File: config.mk
export PLATFORM = sky130hd
export DESIGN_NAME = dup_cmd_gate
export DESIGN_NICKNAME = d
export VERILOG_FILES = /design/src/rtl/dcg_pkg.sv /design/src/rtl/dcg_pacer.sv /design/src/rtl/dcg_pair_fsm.sv /design/src/rtl/dcg_ctl.sv /design/src/rtl/dup_cmd_gate.sv
export SDC_FILE = /design/constraint.sdc
export NUM_CORES = 1
export LEC_CHECK = 0
export BUFFER_PORTS_ARGS = -buffer_cell sky130_fd_sc_hd__clkbuf_2
export CAP_MARGIN = 5
export CORE_MARGIN = 4
export CORE_UTILIZATION = 49
export CTS_BUF_LIST = sky130_fd_sc_hd__clkbuf_8
export DETAILED_ROUTE_END_ITERATION = 16
export PLACE_DENSITY = 0.76
export SYNTH_ARGS = -nofsm -noshare
export SYNTH_HDL_FRONTEND = slang
export SYNTH_SLANG_ARGS = --single-unit
File: constraint.sdc
create_clock -name clk -period 1.28 [get_ports clk]
set_input_delay 0.256 -clock clk [delete_from_list [all_inputs] [get_ports clk]]
set_output_delay 0.256 -clock clk [all_outputs]
set_load 0.02 [all_outputs]
File: src/rtl/dcg_pkg.sv
package dcg_pkg;
  localparam int OP_W = 4;
  localparam logic [OP_W-1:0] OP_SETUP  = 4'h8;
  localparam logic [OP_W-1:0] OP_ERRCLR = 4'h7;
  localparam int MODE_BIT = 0;

  typedef enum logic [1:0] {
    S_A0 = 2'd0,
    S_A1 = 2'd1,
    S_B0 = 2'd2,
    S_B1 = 2'd3
  } pair_state_t;

  function automatic logic op_is_two(input logic [OP_W-1:0] op);
    return op[OP_W-1];
  endfunction
endpackage

File: src/rtl/dcg_pacer.sv
module dcg_pacer #(
  parameter int BUSY_CYC = 3
) (
  input  logic clk,
  input  logic rst_n,
  input  logic start,
  output logic busy
);
  localparam int CNT_W = $clog2(BUSY_CYC + 1);
  localparam logic [CNT_W-1:0] LOAD = CNT_W'(BUSY_CYC);

  logic [CNT_W-1:0] cnt_q, cnt_d;
  logic             cnt_en;

  always_comb begin
    cnt_en = start || (cnt_q != '0);
    cnt_d  = cnt_q;
    if (start)              cnt_d = LOAD;
    else if (cnt_q != '0)   cnt_d = cnt_q - 1'b1;
  end

  always_ff @(posedge clk or negedge rst_n) begin
    if (!rst_n)      cnt_q <= '0;
    else if (cnt_en) cnt_q <= cnt_d;
  end

  assign busy = (cnt_q != '0);
endmodule

File: src/rtl/dcg_pair_fsm.sv
module dcg_pair_fsm
  import dcg_pkg::*;
#(
  parameter int BYTE_W = 8
) (
  input  logic              clk,
  input  logic              rst_n,
  input  logic              byte_stb,
  input  logic [BYTE_W-1:0] byte_in,
  input  logic              dup_on,
  output logic              rel_stb,
  output logic              rel_two,
  output logic [BYTE_W-1:0] rel_b0,
  output logic [BYTE_W-1:0] rel_b1,
  output logic              mismatch
);
  localparam int OP_LSB = BYTE_W - OP_W;

  pair_state_t       st_q, st_d;
  logic [BYTE_W-1:0] a0_q, a0_d, a1_q, a1_d;
  logic              in_two, a0_two;

  assign in_two = op_is_two(byte_in[BYTE_W-1:OP_LSB]);
  assign a0_two = op_is_two(a0_q[BYTE_W-1:OP_LSB]);

  always_comb begin
    st_d     = st_q;
    a0_d     = a0_q;
    a1_d     = a1_q;
    rel_stb  = 1'b0;
    rel_two  = 1'b0;
    rel_b0   = a0_q;
    rel_b1   = '0;
    mismatch = 1'b0;
    if (byte_stb) begin
      unique case (st_q)
        S_A0: begin
          if (in_two) begin
            a0_d = byte_in;
            st_d = S_A1;
          end else if (dup_on) begin
            a0_d = byte_in;
            st_d = S_B0;
          end else begin
            rel_stb = 1'b1;
            rel_b0  = byte_in;
          end
        end
        S_A1: begin
          if (dup_on) begin
            a1_d = byte_in;
            st_d = S_B0;
          end else begin
            rel_stb = 1'b1;
            rel_two = 1'b1;
            rel_b1  = byte_in;
            st_d    = S_A0;
          end
        end
        S_B0: begin
          if (byte_in != a0_q) begin
            mismatch = 1'b1;
            st_d     = S_A0;
          end else if (a0_two) begin
            st_d = S_B1;
          end else begin
            rel_stb = 1'b1;
            st_d    = S_A0;
          end
        end
        S_B1: begin
          if (byte_in != a1_q) begin
            mismatch = 1'b1;
          end else begin
            rel_stb = 1'b1;
            rel_two = 1'b1;
            rel_b1  = a1_q;
          end
          st_d = S_A0;
        end
        default: st_d = S_A0;
      endcase
    end
  end

  always_ff @(posedge clk or negedge rst_n) begin
    if (!rst_n) begin
      st_q <= S_A0;
      a0_q <= '0;
      a1_q <= '0;
    end else if (byte_stb) begin
      st_q <= st_d;
      a0_q <= a0_d;
      a1_q <= a1_d;
    end
  end
endmodule

File: src/rtl/dcg_ctl.sv
module dcg_ctl
  import dcg_pkg::*;
#(
  parameter int BYTE_W = 8
) (
  input  logic              clk,
  input  logic              rst_n,
  input  logic              rel_stb,
  input  logic [BYTE_W-1:0] rel_b0,
  input  logic [BYTE_W-1:0] rel_b1,
  input  logic              mismatch,
  output logic              dup_on,
  output logic              err
);
  localparam int OP_LSB = BYTE_W - OP_W;

  logic dup_d, err_d, is_setup, is_clr, upd_en;

  assign is_setup = rel_stb && (rel_b0[BYTE_W-1:OP_LSB] == OP_SETUP);
  assign is_clr   = rel_stb && (rel_b0[BYTE_W-1:OP_LSB] == OP_ERRCLR);
  assign upd_en   = is_setup || is_clr || mismatch;

  always_comb begin
    dup_d = dup_on;
    err_d = err;
    if (is_setup) dup_d = rel_b1[MODE_BIT];
    if (mismatch) err_d = 1'b1;
    else if (is_clr) err_d = 1'b0;
  end

  always_ff @(posedge clk or negedge rst_n) begin
    if (!rst_n) begin
      dup_on <= 1'b0;
      err    <= 1'b0;
    end else if (upd_en) begin
      dup_on <= dup_d;
      err    <= err_d;
    end
  end
endmodule

File: src/rtl/dup_cmd_gate.sv
module dup_cmd_gate #(
  parameter int BYTE_W   = 8,
  parameter int BUSY_CYC = 3
) (
  input  logic              clk,
  input  logic              rst_n,
  input  logic              rx_valid,
  input  logic [BYTE_W-1:0] rx_byte,
  output logic              busy,
  output logic              cmd_valid,
  output logic              cmd_two,
  output logic [BYTE_W-1:0] cmd_byte0,
  output logic [BYTE_W-1:0] cmd_byte1,
  output logic              err
);
  logic [1:0]        rst_sync_q;
  logic              rst_int_n;
  logic              byte_stb, dup_on;
  logic              rel_stb, rel_two, mismatch;
  logic [BYTE_W-1:0] rel_b0, rel_b1;

  always_ff @(posedge clk or negedge rst_n) begin
    if (!rst_n) rst_sync_q <= 2'b00;
    else        rst_sync_q <= {rst_sync_q[0], 1'b1};
  end
  assign rst_int_n = rst_sync_q[1];

  assign byte_stb = rx_valid && !busy;

  dcg_pacer #(.BUSY_CYC(BUSY_CYC)) pacer_i (
    .clk   (clk),
    .rst_n (rst_int_n),
    .start (byte_stb),
    .busy  (busy)
  );

  dcg_pair_fsm #(.BYTE_W(BYTE_W)) pair_i (
    .clk      (clk),
    .rst_n    (rst_int_n),
    .byte_stb (byte_stb),
    .byte_in  (rx_byte),
    .dup_on   (dup_on),
    .rel_stb  (rel_stb),
    .rel_two  (rel_two),
    .rel_b0   (rel_b0),
    .rel_b1   (rel_b1),
    .mismatch (mismatch)
  );

  dcg_ctl #(.BYTE_W(BYTE_W)) ctl_i (
    .clk      (clk),
    .rst_n    (rst_int_n),
    .rel_stb  (rel_stb),
    .rel_b0   (rel_b0),
    .rel_b1   (rel_b1),
    .mismatch (mismatch),
    .dup_on   (dup_on),
    .err      (err)
  );

  always_ff @(posedge clk or negedge rst_int_n) begin
    if (!rst_int_n) cmd_valid <= 1'b0;
    else            cmd_valid <= rel_stb;
  end

  always_ff @(posedge clk or negedge rst_int_n) begin
    if (!rst_int_n) begin
      cmd_two   <= 1'b0;
      cmd_byte0 <= '0;
      cmd_byte1 <= '0;
    end else if (rel_stb) begin
      cmd_two   <= rel_two;
      cmd_byte0 <= rel_b0;
      cmd_byte1 <= rel_b1;
    end
  end
endmodule

# After elaboration in Yosys (flattened, before gate mapping)

Index checks and enable logic that the tools add are counted.

Bits in registers: 42
Latch bits: 0
RAM bits: 0
Memory bits (read-only): 0
Bits of input ports: 11
Output and inout bits: 20
Word-level logic and storage cells: 71
Memories: 0

Add/sub/neg operators: 1
Multiply operators: 0
Divide/modulo/power cells: 0
Magnitude comparators: 0
Equal/unequal tests: 8
Shift operators: 0
Mux-type cells: 33
Bitwise operators: 0
Reduce and logical (&&, ||, !) cells: 18

Operators by type and width:

| operator              | number |
|---|---|
| $mux W8               | 9 |
| $ne A8 B8 Y1          | 2 |
| $pmux W8 S2           | 1 |
| $mux W2               | 7 |
| $mux W1               | 12 |
| $pmux W2 S4           | 1 |
| $reduce_and A2 Y1     | 4 |
| $reduce_bool A2 Y1    | 4 |
| $reduce_and A3 Y1     | 2 |
| $eq A2 B2 Y1 const B  | 2 |
| $eq A4 B3 Y1 const B  | 1 |
| $eq A4 B4 Y1 const B  | 1 |
| $pmux W1 S2           | 2 |
| $pmux W1 S4           | 1 |
| $logic_and A1 B1 Y1   | 3 |
| $logic_or A1 B1 Y1    | 3 |
| $ne A3 B2 Y1 const B  | 1 |
| $eq A2 B1 Y1 const B  | 1 |
| $logic_not A2 Y1      | 1 |
| $sub A2 B1 Y2 const B | 1 |
| $logic_not A1 Y1      | 1 |

# Logic depth before layout (Yosys ltp)

Word-level depth: 9
Gate-level depth with buffers: 10
Gate-level depth less buffers: 7

# Cells and area by module

A second synthesis with hierarchy kept.

Cell total of the unflattened synthesis: 167
Area, all modules: 2155.8 sq um

By module, submodules not included:

| module       | times used | cells an instance | area an instance (sq um) |
|---|---|---|---|
| dcg_pair_fsm | 1          | 107               | 1177.4 |
| dup_cmd_gate | 1          | 41                | 770.7 |
| dcg_pacer    | 1          | 11                | 110.1 |
| dcg_ctl      | 1          | 8                 | 97.6 |

# Worst setup path after synthesis

No wires, ideal clock.

Path kind: reg2reg
Start: reg pacer_i.cnt_q[0]
End: reg cmd_byte0[6]
Setup time: 0.125 ns
Arrival: 2.103 ns
Required time: 1.155 ns
Path slack: -0.948 ns
Cell stages (with the launch flop): 11
Cells stage by stage: dfrtp_1 > inv_1 > ha_1 > nand2_2 > or2_1 > buf_6 > and2_4 > buf_6 > a41oi_4 > buf_6 > mux2_4

Cells in the longest elaborated chain, start to end: 4
Elaborated cells on any way between the ends: 5
Those cells by class: 2 x mux; 3 x reduce/logical

Ends and longest elaborated chain:

| what                   | RTL line           | RTL |
|---|---|---|
| from (decl)            | dcg_pacer.sv:12    | `logic [CNT_W-1:0] cnt_q, cnt_d;` |
| from (signal assigned) | dcg_pacer.sv:24    | `else if (cnt_en) cnt_q <= cnt_d;` |
| $reduce_bool A2 Y1     | dcg_pacer.sv:27    | `assign busy = (cnt_q != '0);` |
| $logic_not A1 Y1       | dup_cmd_gate.sv:28 | `assign byte_stb = rx_valid && !busy;` |
| $logic_and A1 B1 Y1    | dup_cmd_gate.sv:28 |  |
| $mux W1                | dcg_pair_fsm.sv:35 | `if (byte_stb) begin` |
| net ctl_i.rel_stb      | dcg_ctl.sv:8       | `input logic rel_stb,` |
| to (signal assigned)   | dup_cmd_gate.sv:73 | `cmd_byte0 <= rel_b0;` |
| to (decl)              | dup_cmd_gate.sv:12 | `output logic [BYTE_W-1:0] cmd_byte0,` |

The timed path passes the listed nets, and every way through them passes these cells.
A chain may end at the register's enable or synchronous reset.

# Final worst setup path

Start: reg pair_i.a0_q[3]
End: reg cmd_byte0[0]

Cells in the longest elaborated chain, start to end: 4

Ends and longest elaborated chain:

| what                   | RTL line           | RTL |
|---|---|---|
| from (decl)            | dcg_pair_fsm.sv:20 | `logic [BYTE_W-1:0] a0_q, a0_d, a1_q, a1_d;` |
| from (signal assigned) | dcg_pair_fsm.sv:89 | `a0_q <= '0;` |
| from (signal assigned) | dcg_pair_fsm.sv:93 | `a0_q <= a0_d;` |
| $ne A8 B8 Y1           | dcg_pair_fsm.sv:61 | `if (byte_in != a0_q) begin` |
| $mux W1                | dcg_pair_fsm.sv:61 |  |
| $pmux W1 S4            | dcg_pair_fsm.sv:36 | `unique case (st_q)` |
| $mux W1                | dcg_pair_fsm.sv:35 |  |

Every way passes these cells.

==> results.json <==
{
  "status": "complete, but fails checks",
  "violations": "setup timing",
  "post-route-min-period_ps": 1970,
  "maxSlewViolCount": 0,
  "ff2ff_setup_slack_ps": -690,
  "grt_usage": 0.232,
  "nFillCells": 287,
  "cts_max_path_buffers": 2,
  "skew_ps": 5.87,
  "start_util": 0.503,
  "setup_violations": 39,
  "insertion_delay_ps": 300,
  "cp-endpoint": "cmd_byte0[0]",
  "io_buffers": 30,
  "final-hold-violation-count": 0,
  "grt_max_degree": 41,
  "setup_tns_ps": -17760,
  "grt_first_pass_wirelength_mm": 9.64,
  "critPathArrivalTime_ps": 2160,
  "irDropWorstVdd_mv": 1.14,
  "cts.htree.levels": 2,
  "end_kind": "register",
  "hold_slack_ps": 225,
  "fp.dieArea_sq_um": 5600,
  "reg2reg_to": "cmd_byte0[0]",
  "crit_required_ps": 1470,
  "fin_crit_sh": 1.54,
  "yosysSeqAreaShare": 0.480,
  "hp-class": "register to async pin",
  "power_density_nw_per_um2": 1910,
  "yosys_register_bits": 42,
  "drt_first_pass_iters": 4,
  "worst_r2r_path_depth": 6,
  "leakage_nw": 1.57,
  "max_freq_ghz": 0.507,
  "cts_made_buffers": 5,
  "max_stage_delay_ps": 390,
  "power_mw": 6.13,
  "grt_pass1_vias": 1942,
  "met3_usage": 0.0494,
  "crit_fanout": 6,
  "ys_types": 42,
  "vias": 1939,
  "syn_nets": 209,
  "syn_inst": 197,
  "wirelength_mm": 6.23,
  "syn-mean-instance-area_sq_um": 11.1,
  "cp-startpoint": "pair_i.a0_q[3]",
  "io_pins": 31,
  "worstPathCellList": "xor2_1 -> nor4_2 -> nand4_1 -> a41oi_4 -> buf_12 -> mux2_4",
  "antenna_found_initial": 0,
  "worst_path_max_delay_cell": "dfrtp_1",
  "hpwl_mm": 4.05,
  "clkSlewWorstSetupHoldPaths_ps": 80,
  "synth_area_sq_um": 2190,
  "gr-max-usage-layer": "met2",
  "cts_tree": "built",
  "drtAntennaViolNets": 0,
  "setup_slack_ps": -692,
  "utilization": 0.738,
  "gr-total-overflow": 0,
  "maxCapViolations": 0,
  "drive_gt1_frac": 0.524,
  "critPathKind": "register to register",
  "numClockSinks": 42,
  "num_antenna_cells": 0,
  "final_area_sq_um": 3210,
  "place.gp.congestion": 0.953,
  "placed_area_sq_um": 2850,
  "fp.dieW_microns": 74.8,
  "grt_util_met2": 0.369,
  "dr.first_iter.drc_count": 166,
  "stdcell_count": 342,
  "drc": 0,
  "core_area_sq_um": 4350,
  "die_h_microns": 74.8,
  "cp-start-kind": "register",
  "preCtsSetupSlack_ps": -765,
  "r2r_start": "pair_i.a0_q[3]",
  "avgRoutedWirePerCell_microns": 18.2,
  "ys_warn_count": 0,
  "area_delta_synth_final_pct": 46.8,
  "viasPerCell": 5.67,
  "met1_usage": 0.303,
  "cts-root-buf": "clkbuf_8",
  "dp_cells": 329,
  "rsz0062_at_grt": "true",
  "rows": 24,
  "layout.nets": 302
}
[report_power, final]
group | switching (mW) | internal [mW] | leakage [nW] | total [mW]
sequential | 0.311 | 1.75 | 0.530 | 2.06
combinational | 1.50 | 1.49 | 0.987 | 2.99
clock | 0.458 | 0.624 | 0.0573 | 1.08
total | 2.27 | 3.86 | 1.57 | 6.13
[state kept, by name, summed over array words and instances (netlist names)]
| signal | flops |
|---|---|
| cmd_two | 1 |
| cmd_byte0 | 8 |
| pair_i.a0_q | 8 |
| cmd_valid | 1 |
| rst_sync_q | 2 |
| ctl_i.err | 1 |
| pacer_i.cnt_q | 2 |
| pair_i.a1_q | 8 |
| cmd_byte1 | 8 |
| ctl_i.dup_on | 1 |
| pair_i.st_q | 2 |
[synth_stat cells]
cell | count | area (sq um)
or4_1 | 2 | 15.0
nand3_1 | 2 | 10.0
o311ai_0 | 1 | 8.76
dfrtp_1 | 42 | 1050
ha_1 | 1 | 12.5
a211o_1 | 1 | 8.76
buf_6 | 5 | 56.3
nor2_2 | 1 | 6.26
mux2_4 | 1 | 15.0
o21bai_1 | 1 | 7.51
conb_1 | 1 | 3.75
o21ai_0 | 5 | 25.0
a41oi_1 | 1 | 8.76
nand4_1 | 4 | 25.0
nor4b_2 | 1 | 15.0
o22a_1 | 7 | 61.3
nor2_1 | 8 | 30.0
or2b_1 | 1 | 7.51
buf_2 | 4 | 20.0
nor4_1 | 2 | 12.5
a32oi_1 | 1 | 8.76
o32ai_1 | 1 | 8.76
nor4b_1 | 1 | 8.76
clkbuf_1 | 3 | 11.3
and3b_1 | 1 | 8.76
xor2_1 | 16 | 140
a21oi_1 | 4 | 20.0
nor3_1 | 3 | 15.0
mux2_2 | 22 | 248
nand2_1 | 28 | 105
and2_4 | 1 | 8.76
and2_1 | 1 | 6.26
o211ai_1 | 2 | 15.0
nand2_2 | 1 | 6.26
nor4_2 | 2 | 25.0
nor2b_1 | 1 | 6.26
a221o_1 | 7 | 70.1
and3_1 | 2 | 12.5
a41oi_4 | 1 | 27.5
or2_1 | 1 | 6.26
and4_1 | 1 | 8.76
inv_1 | 6 | 22.5
[metal layers]
layer / wire (microns) / part of all wire
met5: 0 / 0
met4: 201 / 0.032
met3: 384 / 0.062
met2: 3040 / 0.49
met1: 2610 / 0.42
[kinds of logic after synthesis]
group / Yosys count / share of synthesized area
other cells: 1 / 0.00171
mux: 23 / 0.120
simple gates: 64 / 0.155
flops: 42 / 0.480
xor+xnor: 16 / 0.0640
fa+ha+maj: 1 / 0.00571
buf+inv: 18 / 0.0503
compound gates: 32 / 0.123
[layout make-up]
class | count | area [sq um] | area share
inverters | 6 | 27.5 | 0.00856
repair buffers | 98 | 741 | 0.230
clock inverters | 1 | 30.0 | 0.00934
flip-flops and latches | 42 | 1050 | 0.327
multi-input cells | 137 | 1220 | 0.378
clock buffers | 6 | 82.6 | 0.0257
well taps | 52 | 65.1 | 0.0202
[placed cells by master (no fill, tap or decap), types with 2 or more instances in the layout]
master / synthesis / layout
a221o_1: 7 / 7
nand2_1: 28 / 26
o22a_1: 7 / 7
nor4_4: 0 / 2
inv_1: 6 / 2
a21oi_1: 4 / 4
xor2_1: 16 / 16
mux2_4: 1 / 23
inv_4: 0 / 2
or4_1: 2 / 2
inv_2: 0 / 2
buf_12: 0 / 3
dfrtp_1: 42 / 41
nand2_4: 0 / 2
nand4_1: 4 / 4
nor2_1: 8 / 7
o211ai_1: 2 / 2
o21ai_1: 0 / 3
buf_6: 5 / 8
clkbuf_2: 0 / 29
clkbuf_8: 0 / 6
buf_4: 0 / 56
nor3_2: 0 / 2
[worst max-delay path: cells and delay by family, from the launching register on]
kind / cells / cell delay (ps)
compound gates: 1 / 250
xor+xnor: 1 / 180
buf+inv: 1 / 160
flops: 1 / 390
mux: 1 / 300
simple gates: 2 / 570
[worst min-delay path by stage]
stage                             start             end  slack (ps)
final                     rst_sync_q[1]  pair_i.st_q[1]         230
after global routing      rst_sync_q[1]  pair_i.st_q[1]         270
after CTS                 rst_sync_q[1]  pair_i.st_q[1]         240
after detailed placement          rst_n   rst_sync_q[1]          50
after global placement            rst_n   rst_sync_q[0]          40
after floorplan                   rst_n   rst_sync_q[0]         -40
[repair_timing]
action | in CTS | in global routing
setup endpoints to repair | 39 | 41
hold buffers | 1 | 0
resized for setup | 46 | 10
setup buffers | 4 | 2
pin swaps | 8 | 3
endpoints found under the hold margin | 2 | 0
(Power assumes the default switching activity.)
